$ cat config.mk
export PLATFORM = sky130hd
export DESIGN_NAME = cmpflt_top
export DESIGN_NICKNAME = d
export VERILOG_FILES = /design/src/rtl/cmpflt_pkg.sv /design/src/rtl/cmpflt_sync.sv /design/src/rtl/cmpflt_tick.sv /design/src/rtl/cmpflt_core.sv /design/src/rtl/cmpflt_top.sv
export SDC_FILE = /design/constraint.sdc
export NUM_CORES = 1
export LEC_CHECK = 0
export BUFFER_PORTS_ARGS = -buffer_cell sky130_fd_sc_hd__buf_4
export CORE_MARGIN = 2
export CORE_UTILIZATION = 45
export DETAILED_ROUTE_END_ITERATION = 7
export PLACE_DENSITY = 0.65
export SLEW_MARGIN = 20
export SYNTH_ARGS = -nofsm -noshare
export SYNTH_HDL_FRONTEND = slang
export SYNTH_SLANG_ARGS = --single-unit
$ cat constraint.sdc
create_clock -name clk -period 2.1 [get_ports clk]
set_input_delay 0.42 -clock clk [delete_from_list [all_inputs] [get_ports clk]]
set_output_delay 0.42 -clock clk [all_outputs]
set_load 0.05 [all_outputs]
$ cat src/rtl/cmpflt_pkg.sv
package cmpflt_pkg;
  typedef enum logic [2:0] {
    MODE_OFF        = 3'd0,
    MODE_CONT       = 3'd1,
    MODE_SAMP_NF    = 3'd2,
    MODE_SAMP_FILT  = 3'd3,
    MODE_WIN        = 3'd4,
    MODE_WIN_RESAMP = 3'd5
  } mode_e;
endpackage

$ cat src/rtl/cmpflt_sync.sv
module cmpflt_sync #(
  parameter int W      = 3,
  parameter int STAGES = 2
) (
  input  logic         clk,
  input  logic         rst,
  input  logic [W-1:0] d,
  output logic [W-1:0] q
);
  logic [STAGES-1:0][W-1:0] stg;

  always_ff @(posedge clk) begin
    if (rst) begin
      stg <= '0;
    end else begin
      stg[0] <= d;
      for (int i = 1; i < STAGES; i++) stg[i] <= stg[i-1];
    end
  end

  assign q = stg[STAGES-1];
endmodule

$ cat src/rtl/cmpflt_tick.sv
module cmpflt_tick #(
  parameter int PER_W = 8
) (
  input  logic             clk,
  input  logic             rst,
  input  logic             clear,
  input  logic             ext_sel,
  input  logic [PER_W-1:0] period,
  input  logic             strobe_s,
  output logic             tick
);
  logic [PER_W-1:0] div_q;
  logic             strobe_d;
  logic             int_tick;
  logic             ext_tick;

  assign int_tick = (period != '0) && (div_q == period - PER_W'(1));
  assign ext_tick = strobe_s & ~strobe_d;
  assign tick     = ext_sel ? ext_tick : int_tick;

  always_ff @(posedge clk) begin
    if (rst || clear)  div_q <= '0;
    else if (int_tick) div_q <= '0;
    else               div_q <= div_q + PER_W'(1);
  end

  always_ff @(posedge clk) begin
    if (rst) strobe_d <= 1'b0;
    else     strobe_d <= strobe_s;
  end
endmodule

$ cat src/rtl/cmpflt_core.sv
module cmpflt_core
  import cmpflt_pkg::*;
#(
  parameter int CNT_W = 3
) (
  input  logic             clk,
  input  logic             rst,
  input  logic             clear,
  input  mode_e            mode,
  input  logic [CNT_W-1:0] cnt,
  input  logic             tick,
  input  logic             raw_s,
  input  logic             win_s,
  output logic             out_q
);
  logic [CNT_W-1:0] run_q;
  logic [CNT_W-1:0] run_nx;
  logic             held_q;

  assign run_nx = run_q + CNT_W'(1);

  always_ff @(posedge clk) begin
    if (rst) begin
      out_q  <= 1'b0;
      run_q  <= '0;
      held_q <= 1'b0;
    end else begin
      case (mode)
        MODE_CONT:    out_q <= raw_s;
        MODE_SAMP_NF: if (tick) out_q <= raw_s;
        MODE_SAMP_FILT: begin
          if (tick) begin
            if (raw_s != out_q) begin
              if (run_nx >= cnt) begin
                out_q <= raw_s;
                run_q <= '0;
              end else begin
                run_q <= run_nx;
              end
            end else begin
              run_q <= '0;
            end
          end
        end
        MODE_WIN: if (win_s) out_q <= raw_s;
        MODE_WIN_RESAMP: begin
          if (win_s) held_q <= raw_s;
          if (tick)  out_q  <= held_q;
        end
        default: ;
      endcase
      if (clear) run_q <= '0;
    end
  end
endmodule

$ cat src/rtl/cmpflt_top.sv
module cmpflt_top
  import cmpflt_pkg::*;
#(
  parameter int CNT_W     = 3,
  parameter int PER_W     = 8,
  parameter int SYNC_STGS = 2
) (
  input  logic             clk,
  input  logic             rst,
  input  logic             raw_in,
  input  logic             strobe_in,
  input  logic             window_in,
  input  logic             cfg_en,
  input  logic             cfg_win_en,
  input  logic             cfg_ext_sel,
  input  logic [CNT_W-1:0] cfg_cnt,
  input  logic [PER_W-1:0] cfg_period,
  output logic             filt_out
);
  localparam int CFG_W = 3 + CNT_W + PER_W;

  logic [2:0]       sync_q;
  logic             raw_s;
  logic             strobe_s;
  logic             win_s;
  logic             tick;
  logic             clear;
  logic [CFG_W-1:0] cfg_now;
  logic [CFG_W-1:0] cfg_q;
  mode_e            mode;

  cmpflt_sync #(.W(3), .STAGES(SYNC_STGS)) sync_i (
    .clk (clk),
    .rst (rst),
    .d   ({window_in, strobe_in, raw_in}),
    .q   (sync_q)
  );

  assign raw_s    = sync_q[0];
  assign strobe_s = sync_q[1];
  assign win_s    = sync_q[2];

  assign cfg_now = {cfg_en, cfg_win_en, cfg_ext_sel, cfg_cnt, cfg_period};

  always_ff @(posedge clk) begin
    if (rst) cfg_q <= '0;
    else     cfg_q <= cfg_now;
  end

  assign clear = (cfg_now != cfg_q);

  always_comb begin
    if (!cfg_en)
      mode = MODE_OFF;
    else if (cfg_win_en)
      mode = (cfg_ext_sel || cfg_period == '0) ? MODE_WIN : MODE_WIN_RESAMP;
    else if (cfg_cnt == '0 || (!cfg_ext_sel && cfg_period == '0))
      mode = MODE_CONT;
    else if (cfg_cnt == CNT_W'(1))
      mode = MODE_SAMP_NF;
    else
      mode = MODE_SAMP_FILT;
  end

  cmpflt_tick #(.PER_W(PER_W)) tick_i (
    .clk      (clk),
    .rst      (rst),
    .clear    (clear),
    .ext_sel  (cfg_ext_sel),
    .period   (cfg_period),
    .strobe_s (strobe_s),
    .tick     (tick)
  );

  cmpflt_core #(.CNT_W(CNT_W)) core_i (
    .clk   (clk),
    .rst   (rst),
    .clear (clear),
    .mode  (mode),
    .cnt   (cfg_cnt),
    .tick  (tick),
    .raw_s (raw_s),
    .win_s (win_s),
    .out_q (filt_out)
  );
endmodule

==> impl_metrics.py, run 1 <==
metrics = {
    "run_status": {
        "outcome": "finished with violations",
        "violations": "negative setup slack",
    },
    "floorplanning": {
        "dieWidth_um": 67.6,
        "num_rows": 23,
        "ios": 20,
        "die_y_um": 67.6,
        "fp.coreArea_sq_mm": 0.00394,
        "start_util": 0.461,
        "die-area_sq_mm": 0.00456,
    },
    "cells_and_area": {
        "diodes": 0,
        "drive_gt1_frac": 0.323,
        "finish.net_count": 275,
        "fillers": 358,
        "syn_to_final_growth_pct": 32.1,
    },
    "grt": {
        "grt.overflow.total": 0,
        "grt_max_degree": 25,
        "grt_pass1_vias": 1438,
        "grt_pass1_wl_um": 6380,
        "grtUsageTotal": 0.192,
        "antenna_found_initial": 0,
    },
    "logic_synthesis": {
        "ys_seq_area_frac": 0.374,
        "synthTopCellsByArea": "dfxtp_1 (37%), xor2_1 (11%), nor2b_1 (5.8%), nor2_1 (5.4%), ha_1 (4.1%)",
        "synth.most_common_cell": "dfxtp_1",
        "synth_edf_count": 0,
        "synth-seq-cells": 34,
        "netlist.area_leader.share": 0.374,
        "async_flop_share": 0,
        "syn-num-nets": 226,
        "synth_area_sq_mm": 0.00182,
        "ys_types": 46,
        "synth_warnings": 0,
        "synthTopCellsByCount": "dfxtp_1 (34), nor2_1 (26), xor2_1 (22)",
        "synth_top_cell_by_area": "dfxtp_1",
        "syn_avg_cell_area_sq_um": 9.04,
        "syn_inst": 201,
        "synth_ff_type": "dfxtp_1",
    },
    "setup_path": {
        "reg2regPathDepth": 10,
        "slowest_delay_ps": 340,
        "path_depth": 10,
        "crit_slowest_cell": "dfxtp_2",
        "critPathKind": "flip-flop to flip-flop",
        "cp.arrival_ps": 2370,
        "worstPathMaxFanout": 3,
        "path_buf_inv": 0,
        "start_kind": "flip-flop",
        "required_ps": 2280,
        "r2r_slack_ps": -90,
        "crit_chain": "ha_4, xor2_2, ha_1, a21o_1, a31oi_2, nand2b_4, nand2_2, o311a_1, o31a_1, mux2_4",
        "worstSetupEndpointType": "flip-flop",
        "cpLargestDelayFamily": "compound AO/OA/AOI/OAI gates",
    },
    "clock_network": {
        "cts_buffers": 5,
        "cts_max_level": 2,
        "cts_hold_buf": 0,
        "clockBufferDepth": 2,
        "clock_latency_ps": 290,
        "cts_root_buffer": "clkbuf_8",
        "cts.sinks": 34,
        "clk_pin_slew_ps": 80,
        "cts_tree": "yes",
    },
    "timing": {
        "setup_slack_ps": -87.9,
        "fmax_mhz": 457,
        "maxSlewHeadroom": 0.729,
        "setup_violations": 2,
        "period_needed_ps": 2190,
        "worst_slew_pin_slew_ps": 405,
        "drv_slew": 0,
        "fin_worst_skew_ps": 8.63,
        "timing.setup.tns_ps": -107,
        "period_share": 1.04,
        "finalHoldViolations": 0,
        "rsz0062_at_grt": "yes",
    },
    "detailed_routing": {
        "viasPerCell": 5.11,
        "drc": 0,
        "wl_per_cell_um": 13.0,
        "finalWirelength_um": 3900,
        "dr_total_vias": 1539,
        "ant_nets": 0,
        "drt-pass1-iter-count": 5,
        "initialDrtViolationCount": 56,
    },
    "pwr": {
        "powerDensity_mw_per_mm2": 616,
        "leakage_uw": 0.00107,
        "ir_worst_vdd_mv": 0.411,
    },
    "min_path": {
        "hp-class": "input pin to flip-flop",
        "timing.hold.worst_path_depth": 2,
    },
    "placed_design": {
        "place_ws_ps": -215,
        "globalplace.congestion": 0.816,
        "dpl.hpwl_um": 2890,
        "io_buffers": 19,
    },
    "run": {
        "drv_cap": 0,
    },
}
power breakdown:
part	total [uW]	leakage, uW	switching, uW	internal, uW
logic	197	0.000744	95.0	102
clock network	608	0.0000504	255	353
registers	673	0.000280	8.11	665
metrics by stage:
stage	cells	hold WS [ps]	utilization	instance area (sq um)	total power [uW]
floorplan	201	414	-	1830	789
global placement	292	416	0.564	2220	873
detailed placement	292	427	0.564	2220	876
CTS	301	330	0.604	2380	1490
global route	301	337	0.609	2400	1540
finish	301	337	0.609	2400	1480
metal layers:
metal	share of wire	track usage	vias to the layer above
met1	0.48	0.252	721
met5	0	0	-
met2	0.45	0.293	31
met3	0.049	0.0550	5
li1	-	-	782
met4	0.016	0.0791	0
registers in the layout (all words and copies together), names as in the netlist:
name,cells
core_i.held_q,1
tick_i.strobe_d,1
core_i.out_q,1
sync_i.stg,3
sync_i.q,3
core_i.run_q,3
cfg_q,14
tick_i.div_q,8
path summary, 6_finish.rpt:
| check | startpoint | end |
|---|---|---|
| setup / recovery | core_i.run_q[0] | core_i.out_q |
| hold / removal | raw_in | sync_i.stg[0] |
| setup reg to reg | core_i.run_q[0] | core_i.out_q |
| hold reg to reg | sync_i.stg[2] | sync_i.q[2] |
cells by family after synthesis:
group | Yosys count | synth area share
adders and majority gates | 6 | 0.0413
muxes | 5 | 0.0282
buffers and inverters | 20 | 0.0509
and+or+nand+nor | 87 | 0.257
xor gates and xnor gates | 28 | 0.135
DFF | 34 | 0.374
AOI/OAI and AO/OA | 21 | 0.114
what timing repair did:
item / 4_1_cts / 5_1_grt
gates resized for setup: 8 / 5
buffers inserted: 1 / 0
pin swaps: 6 / 5
setup endpoints to repair: 2 / 6
layout make-up:
class,instances,area (sq um),share of cell area
Clock inverter,3,45.0,0.0188
Timing Repair Buffer,51,395,0.165
Multi-Input combinational cell,147,1100,0.460
Inverter,11,41.3,0.0172
Clock buffer,5,68.8,0.0287
Sequential cell,34,683,0.285
Tap cell,50,62.6,0.0261
placed cells by master (no fill, tap or decap), drive strengths merged, types with 2 or more instances in the layout:
master    count
buf          51
dfxtp        34
nor2         26
xor2         22
nor2b        17
inv          11
nand3         8
nand2         7
xnor2         6
nor4          6
ha            6
clkbuf        5
nand4         4
and3          4
or2           4
mux2i         4
nand2b        4
nor3          3
a211oi        2
a211o         2
a21oi         2
o21ai         2
clkinvlp      2
worst reg2reg max path, stage by stage, from the launching register on:
cell	delay [ps]
dfxtp_2	340
ha_4	160
xor2_2	140
ha_1	300
a21o_1	180
a31oi_2	200
nand2b_4	170
nand2_2	50
o311a_1	130
o31a_1	120
mux2_4	290
Power figures use the tool's default switching activity.
==> run 2, diff against run 1 <==
--- a/config.mk
+++ b/config.mk
@@ -10,6 +10,7 @@
 export CORE_UTILIZATION = 45
 export DETAILED_ROUTE_END_ITERATION = 7
 export PLACE_DENSITY = 0.65
+export SKIP_CTS_REPAIR_TIMING = 1
 export SLEW_MARGIN = 20
 export SYNTH_ARGS = -nofsm -noshare
 export SYNTH_HDL_FRONTEND = slang
==> constraint.sdc (replaced) <==
create_clock -name clk -period 2.1 [get_ports clk]
set_input_delay 0.42 -clock clk [delete_from_list [all_inputs] [get_ports clk]]
set_output_delay 0.42 -clock clk [all_outputs]
set_load 0.005 [all_outputs]
==> run 2 against run 1 <==
  * The run still ends with negative setup slack left
  * Core utilization decreased by 0.25 points
  * Sequential share of layout area increased by 0.12 points
  * Highest routed layer unchanged
  * Design area decreased by 0.42%
  * Critical path type unchanged
==> impl_metrics.py, run 2 (same netlist as run 1, synthesis figures left out) <==
metrics = {
    "floorplanning": {
        "start_util": 0.461,
        "ios": 20,
        "num_rows": 23,
        "dieWidth_um": 67.6,
        "die_y_um": 67.6,
        "die-area_sq_mm": 0.00456,
        "fp.coreArea_sq_mm": 0.00394,
    },
    "setup_path": {
        "required_ps": 2280,
        "worstPathMaxFanout": 3,
        "endpoint": "core_i.out_q",
        "crit_path_start": "core_i.run_q[0]",
        "worstSetupEndpointType": "flip-flop",
        "reg2regPathDepth": 10,
        "r2r_end": "core_i.out_q",
        "slowest_delay_ps": 340,
        "cp.arrival_ps": 2380,
        "crit_chain": "ha_4, xor2_2, ha_1, a21o_1, a31oi_2, nand2b_1, nand2_1, o311a_1, o31a_1, mux2_4",
        "crit-reg2reg-launch": "core_i.run_q[0]",
        "r2r_slack_ps": -90,
        "start_kind": "flip-flop",
        "critPathKind": "flip-flop to flip-flop",
        "crit_slowest_cell": "dfxtp_2",
    },
    "timing": {
        "period_share": 1.04,
        "drv_slew": 0,
        "fmax_mhz": 456,
        "whs_ps": 337,
        "period_needed_ps": 2190,
        "rsz0062_at_grt": "yes",
        "setup_slack_ps": -92.3,
        "setup_violations": 2,
        "timing.setup.tns_ps": -122,
        "finalHoldViolations": 0,
        "fin_worst_skew_ps": 7.45,
        "worst_slew_pin_slew_ps": 403,
        "maxSlewHeadroom": 0.730,
    },
    "cells_and_area": {
        "syn_to_final_growth_pct": 31.5,
        "fillers": 361,
        "final_util": 0.606,
        "multiInputGateArea_sq_mm": 0.00109,
        "drive_gt1_frac": 0.315,
        "largest_reg_flops": 14,
        "fin_cells": 301,
        "regArea_sq_um": 683,
        "layout_commonest_cell": "buf_4",
        "diodes": 0,
        "regMostFlops": "cfg_q",
        "finish.net_count": 275,
        "most-common-layout-cells": "buf_4 (50), dfxtp_1 (32), nor2_1 (25), xor2_1 (21), nor2b_1 (17)",
        "top_regs": "cfg_q x14, tick_i.div_q x8",
    },
    "pwr": {
        "seqPwrFrac": 0.457,
        "p_comb_frac": 0.131,
        "sw_frac_of_total": 0.241,
        "power.share.clock": 0.412,
        "p_int_uw": 1120,
        "p_sw_uw": 355,
        "ir_worst_vdd_mv": 0.409,
        "leakage_uw": 0.00107,
        "powerDensity_mw_per_mm2": 616,
    },
    "clock_network": {
        "cts.sinks": 34,
        "clockBufferDepth": 2,
        "cts_root_buffer": "clkbuf_8",
        "cts_max_level": 2,
        "cts_buffers": 5,
        "clock_latency_ps": 290,
        "cts_tree": "yes",
        "clk_pin_slew_ps": 80,
    },
    "placed_design": {
        "dp.cells": 292,
        "io_buffers": 19,
        "place_ws_ps": -215,
        "dpl.hpwl_um": 2890,
        "globalplace.congestion": 0.816,
    },
    "detailed_routing": {
        "drt-pass1-iter-count": 4,
        "viasPerCell": 5.14,
        "finalWirelength_um": 3830,
        "drc": 0,
        "wl_per_cell_um": 12.7,
        "ant_nets": 0,
        "dr_total_vias": 1547,
        "initialDrtViolationCount": 58,
    },
    "run": {
        "drv_cap": 0,
    },
    "run_status": {
        "outcome": "finished with violations",
        "violations": "negative setup slack",
    },
    "grt": {
        "antenna_found_initial": 0,
        "grt_max_degree": 25,
        "grt_pass1_wl_um": 6250,
        "grtUsageTotal": 0.188,
        "grt_pass1_vias": 1402,
        "grt.overflow.total": 0,
    },
    "min_path": {
        "hp-class": "input pin to flip-flop",
    },
}
-- run 2: through the flow --
stage	total power (uW)	instance area [sq um]
2_1_floorplan	787	1830
3_3_place_gp	872	2220
3_5_place_dp	875	2220
4_1_cts	1490	2340
5_1_grt	1540	2390
6_report	1470	2390
-- run 2: worst max-delay path, delay by kind of cell (launching register included) --
kind	cells	cell delay [ps]
AOI/OAI and AO/OA	4	630
xor gates and xnor gates	1	140
and+or+nand+nor	2	200
adders and majority gates	2	480
DFF	1	340
muxes	1	290
-- run 2: how the worst min path moves through the flow --
stage,start,end,slack [ps],cells past startpoint
2_1_floorplan,sync_i.stg[0],sync_i.q[0],410,1
3_3_place_gp,sync_i.stg[2],sync_i.q[2],420,1
3_5_place_dp,sync_i.stg[2],sync_i.q[2],430,1
4_1_cts,strobe_in,sync_i.stg[1],330,2
5_1_grt,strobe_in,sync_i.stg[1],340,2
6_report,raw_in,sync_i.stg[0],340,2
-- run 2: power groups by stage --
| stage | combinational (uW) | sequential (uW) | clock (uW) |
|---|---|---|---|
| finish | 193 | 673 | 607 |
| global route | 212 | 675 | 652 |
| CTS | 188 | 673 | 626 |
| detailed placement | 187 | 688 | 0 |
| global placement | 185 | 688 | 0 |
| floorplan | 101 | 687 | 0 |
-- run 2: area by class of cell --
type | count | area share
Clock buffer | 5 | 0.0288
Clock inverter | 3 | 0.0188
Inverter | 11 | 0.0173
Multi-Input combinational cell | 147 | 0.458
Sequential cell | 34 | 0.286
Tap cell | 50 | 0.0262
Timing Repair Buffer | 51 | 0.165
-- run 2: per-layer routing --
layer	up-vias	part of all wire	global-route usage	wire [um]
met5	-	0	0	0
met3	5	0.050	0.0550	193
met2	30	0.45	0.281	1740
li1	784	-	-	-
met4	0	0.017	0.0791	65
met1	728	0.48	0.251	1830
==> run 3, diff against run 2 <==
--- a/config.mk
+++ b/config.mk
@@ -6,10 +6,11 @@
 export NUM_CORES = 1
 export LEC_CHECK = 0
 export BUFFER_PORTS_ARGS = -buffer_cell sky130_fd_sc_hd__buf_4
+export CAP_MARGIN = 15
 export CORE_MARGIN = 2
 export CORE_UTILIZATION = 45
 export DETAILED_ROUTE_END_ITERATION = 7
-export PLACE_DENSITY = 0.65
+export PLACE_DENSITY = 0.63
 export SKIP_CTS_REPAIR_TIMING = 1
 export SLEW_MARGIN = 20
 export SYNTH_ARGS = -nofsm -noshare
==> constraint.sdc (replaced) <==
create_clock -name clk -period 2.2 [get_ports clk]
set_input_delay 0.44 -clock clk [delete_from_list [all_inputs] [get_ports clk]]
set_output_delay 0.44 -clock clk [all_outputs]
set_load 0.005 [all_outputs]
==> run 3 against run 2 <==
  * The flow still finishes with violations (negative setup slack)
  * Hold slack improved by 28 ps
  * Clock skew is essentially flat
  * Sequential share of layout area up 1.0 points
  * Sequential power shrank 4.5%
  * Flip-flop and latch count is the same
  * Die area unchanged
  * Register-to-register slack better by 90 ps
  * Critical endpoint unchanged
==> impl_metrics.py, run 3 (same netlist as run 1, synthesis figures left out) <==
metrics = {
    "cells_and_area": {
        "regMostFlops": "cfg_q",
        "fin_cells": 292,
        "top_regs": "cfg_q x14, tick_i.div_q x8",
        "largest_reg_flops": 14,
        "finish.net_count": 266,
        "layout_commonest_cell": "buf_4",
        "drive_gt1_frac": 0.285,
        "diodes": 0,
        "syn_to_final_growth_pct": 26.9,
        "final_util": 0.585,
        "most-common-layout-cells": "buf_4 (42), dfxtp_1 (32), nor2_1 (26), xor2_1 (21), nor2b_1 (17)",
    },
    "pwr": {
        "leakage_uw": 0.00103,
        "powerDensity_mw_per_mm2": 598,
        "ir_worst_vdd_mv": 0.387,
    },
    "detailed_routing": {
        "ant_nets": 0,
        "finalWirelength_um": 3980,
        "viasPerCell": 5.15,
        "wl_per_cell_um": 13.6,
        "drt-pass1-iter-count": 4,
        "initialDrtViolationCount": 67,
        "dr_total_vias": 1505,
        "drc": 0,
    },
    "floorplanning": {
        "num_rows": 23,
        "dieWidth_um": 67.6,
        "die_y_um": 67.6,
        "start_util": 0.461,
        "die-area_sq_mm": 0.00456,
        "ios": 20,
        "fp.coreArea_sq_mm": 0.00394,
    },
    "placed_design": {
        "globalplace.congestion": 0.804,
        "dp.cells": 283,
        "io_buffers": 19,
        "dpl.hpwl_um": 2930,
    },
    "grt": {
        "grtUsageTotal": 0.186,
        "grt_pass1_vias": 1455,
        "grt.overflow.total": 0,
        "antenna_found_initial": 0,
        "met2_usage": 0.317,
        "met1_usage": 0.218,
        "grt-busiest-layer": "met2",
        "grt_pass1_wl_um": 6270,
        "use_met3": 0.0517,
        "grt_max_degree": 26,
    },
    "timing": {
        "whs_ps": 366,
        "setup_slack_ps": -0.230,
        "drv_slew": 0,
        "fmax_mhz": 454,
        "finalHoldViolations": 0,
        "timing.setup.tns_ps": -0.230,
        "fin_worst_skew_ps": 7.46,
        "worst_slew_pin_slew_ps": 540,
        "rsz0062_at_grt": "yes",
        "setup_violations": 1,
        "maxSlewHeadroom": 0.637,
        "period_share": 1.00,
        "period_needed_ps": 2200,
    },
    "clock_network": {
        "cts.sinks": 34,
        "cts_max_level": 2,
        "clk_pin_slew_ps": 80,
        "clock_latency_ps": 290,
        "cts_buffers": 5,
        "cts_root_buffer": "clkbuf_8",
        "clockBufferDepth": 2,
        "cts_tree": "yes",
    },
    "setup_path": {
        "start_kind": "flip-flop",
        "worstPathMaxFanout": 3,
        "reg2regPathDepth": 10,
        "r2r_slack_ps": -0.2,
        "critPathKind": "flip-flop to flip-flop",
        "cp.arrival_ps": 2370,
        "crit-reg2reg-launch": "core_i.run_q[1]",
        "r2r_end": "core_i.out_q",
        "required_ps": 2370,
        "worstSetupEndpointType": "flip-flop",
    },
    "run_status": {
        "violations": "negative setup slack",
        "outcome": "finished with violations",
    },
    "min_path": {
        "whs_endpoint": "sync_i.stg[1]",
        "hp-class": "input pin to flip-flop",
        "min-delay-start": "strobe_in",
        "timing.hold.worst_path_depth": 2,
    },
    "run": {
        "drv_cap": 0,
    },
}
-- run 3: cell count changes in the layout (fill, tap and decap cells not counted), moves of 2 or more --
cell	previous run	this run
clkinvlp_4	2	0
or2_1	4	2
clkinv_2	0	2
buf_4	50	42
-- run 3: worst max-delay path by stage --
stage	from	end	slack, ps	depth (start not counted)
6_report	core_i.run_q[1]	core_i.out_q	-0.2	10
3_3_place_gp	cfg_period[0]	core_i.out_q	-110	10
3_5_place_dp	cfg_period[0]	core_i.out_q	-210	10
5_1_grt	core_i.run_q[1]	core_i.out_q	-60	10
2_1_floorplan	cfg_period[0]	core_i.out_q	10	9
4_1_cts	core_i.run_q[0]	core_i.out_q	-10	10
-- run 3: layer usage --
layer,part of all wire,up-vias
met1,0.43,707
met2,0.52,30
li1,-,762
met5,0,-
met3,0.042,6
met4,0.013,0
-- run 3: layout make-up --
cell class              instances  area (sq um)
fillers                       350          1640
multi-input cells             147          1100
flip-flops and latches         34           683
repair buffers                 42           315
clock buffers                   5          68.8
well taps                      50          62.6
inverters                      11          41.3
clock inverters                 3          40.0
-- run 3: metrics by stage --
step	worst slack [ps]	power (uW)	area, sq um
4_1_cts	-12.8	1390	2250
3_3_place_gp	-105	823	2140
2_1_floorplan	11.5	752	1830
5_1_grt	-62.3	1450	2310
3_5_place_dp	-211	827	2140
6_report	-0.230	1380	2310
-- run 3: critical path, cell delays in order, from the launching register on --
cell and delay, ps:
dfxtp_2 340, ha_4 160, xor2_2 140, ha_1 330, a21o_1 180, a31oi_2 190
nand2b_4 160, nand2_1 50, o311a_1 130, o31a_1 110, mux2_1 300
-- run 3: power breakdown --
group / switching [uW] / internal, uW
clock network: 231 / 333
registers: 7.83 / 635
logic: 86.1 / 87.6
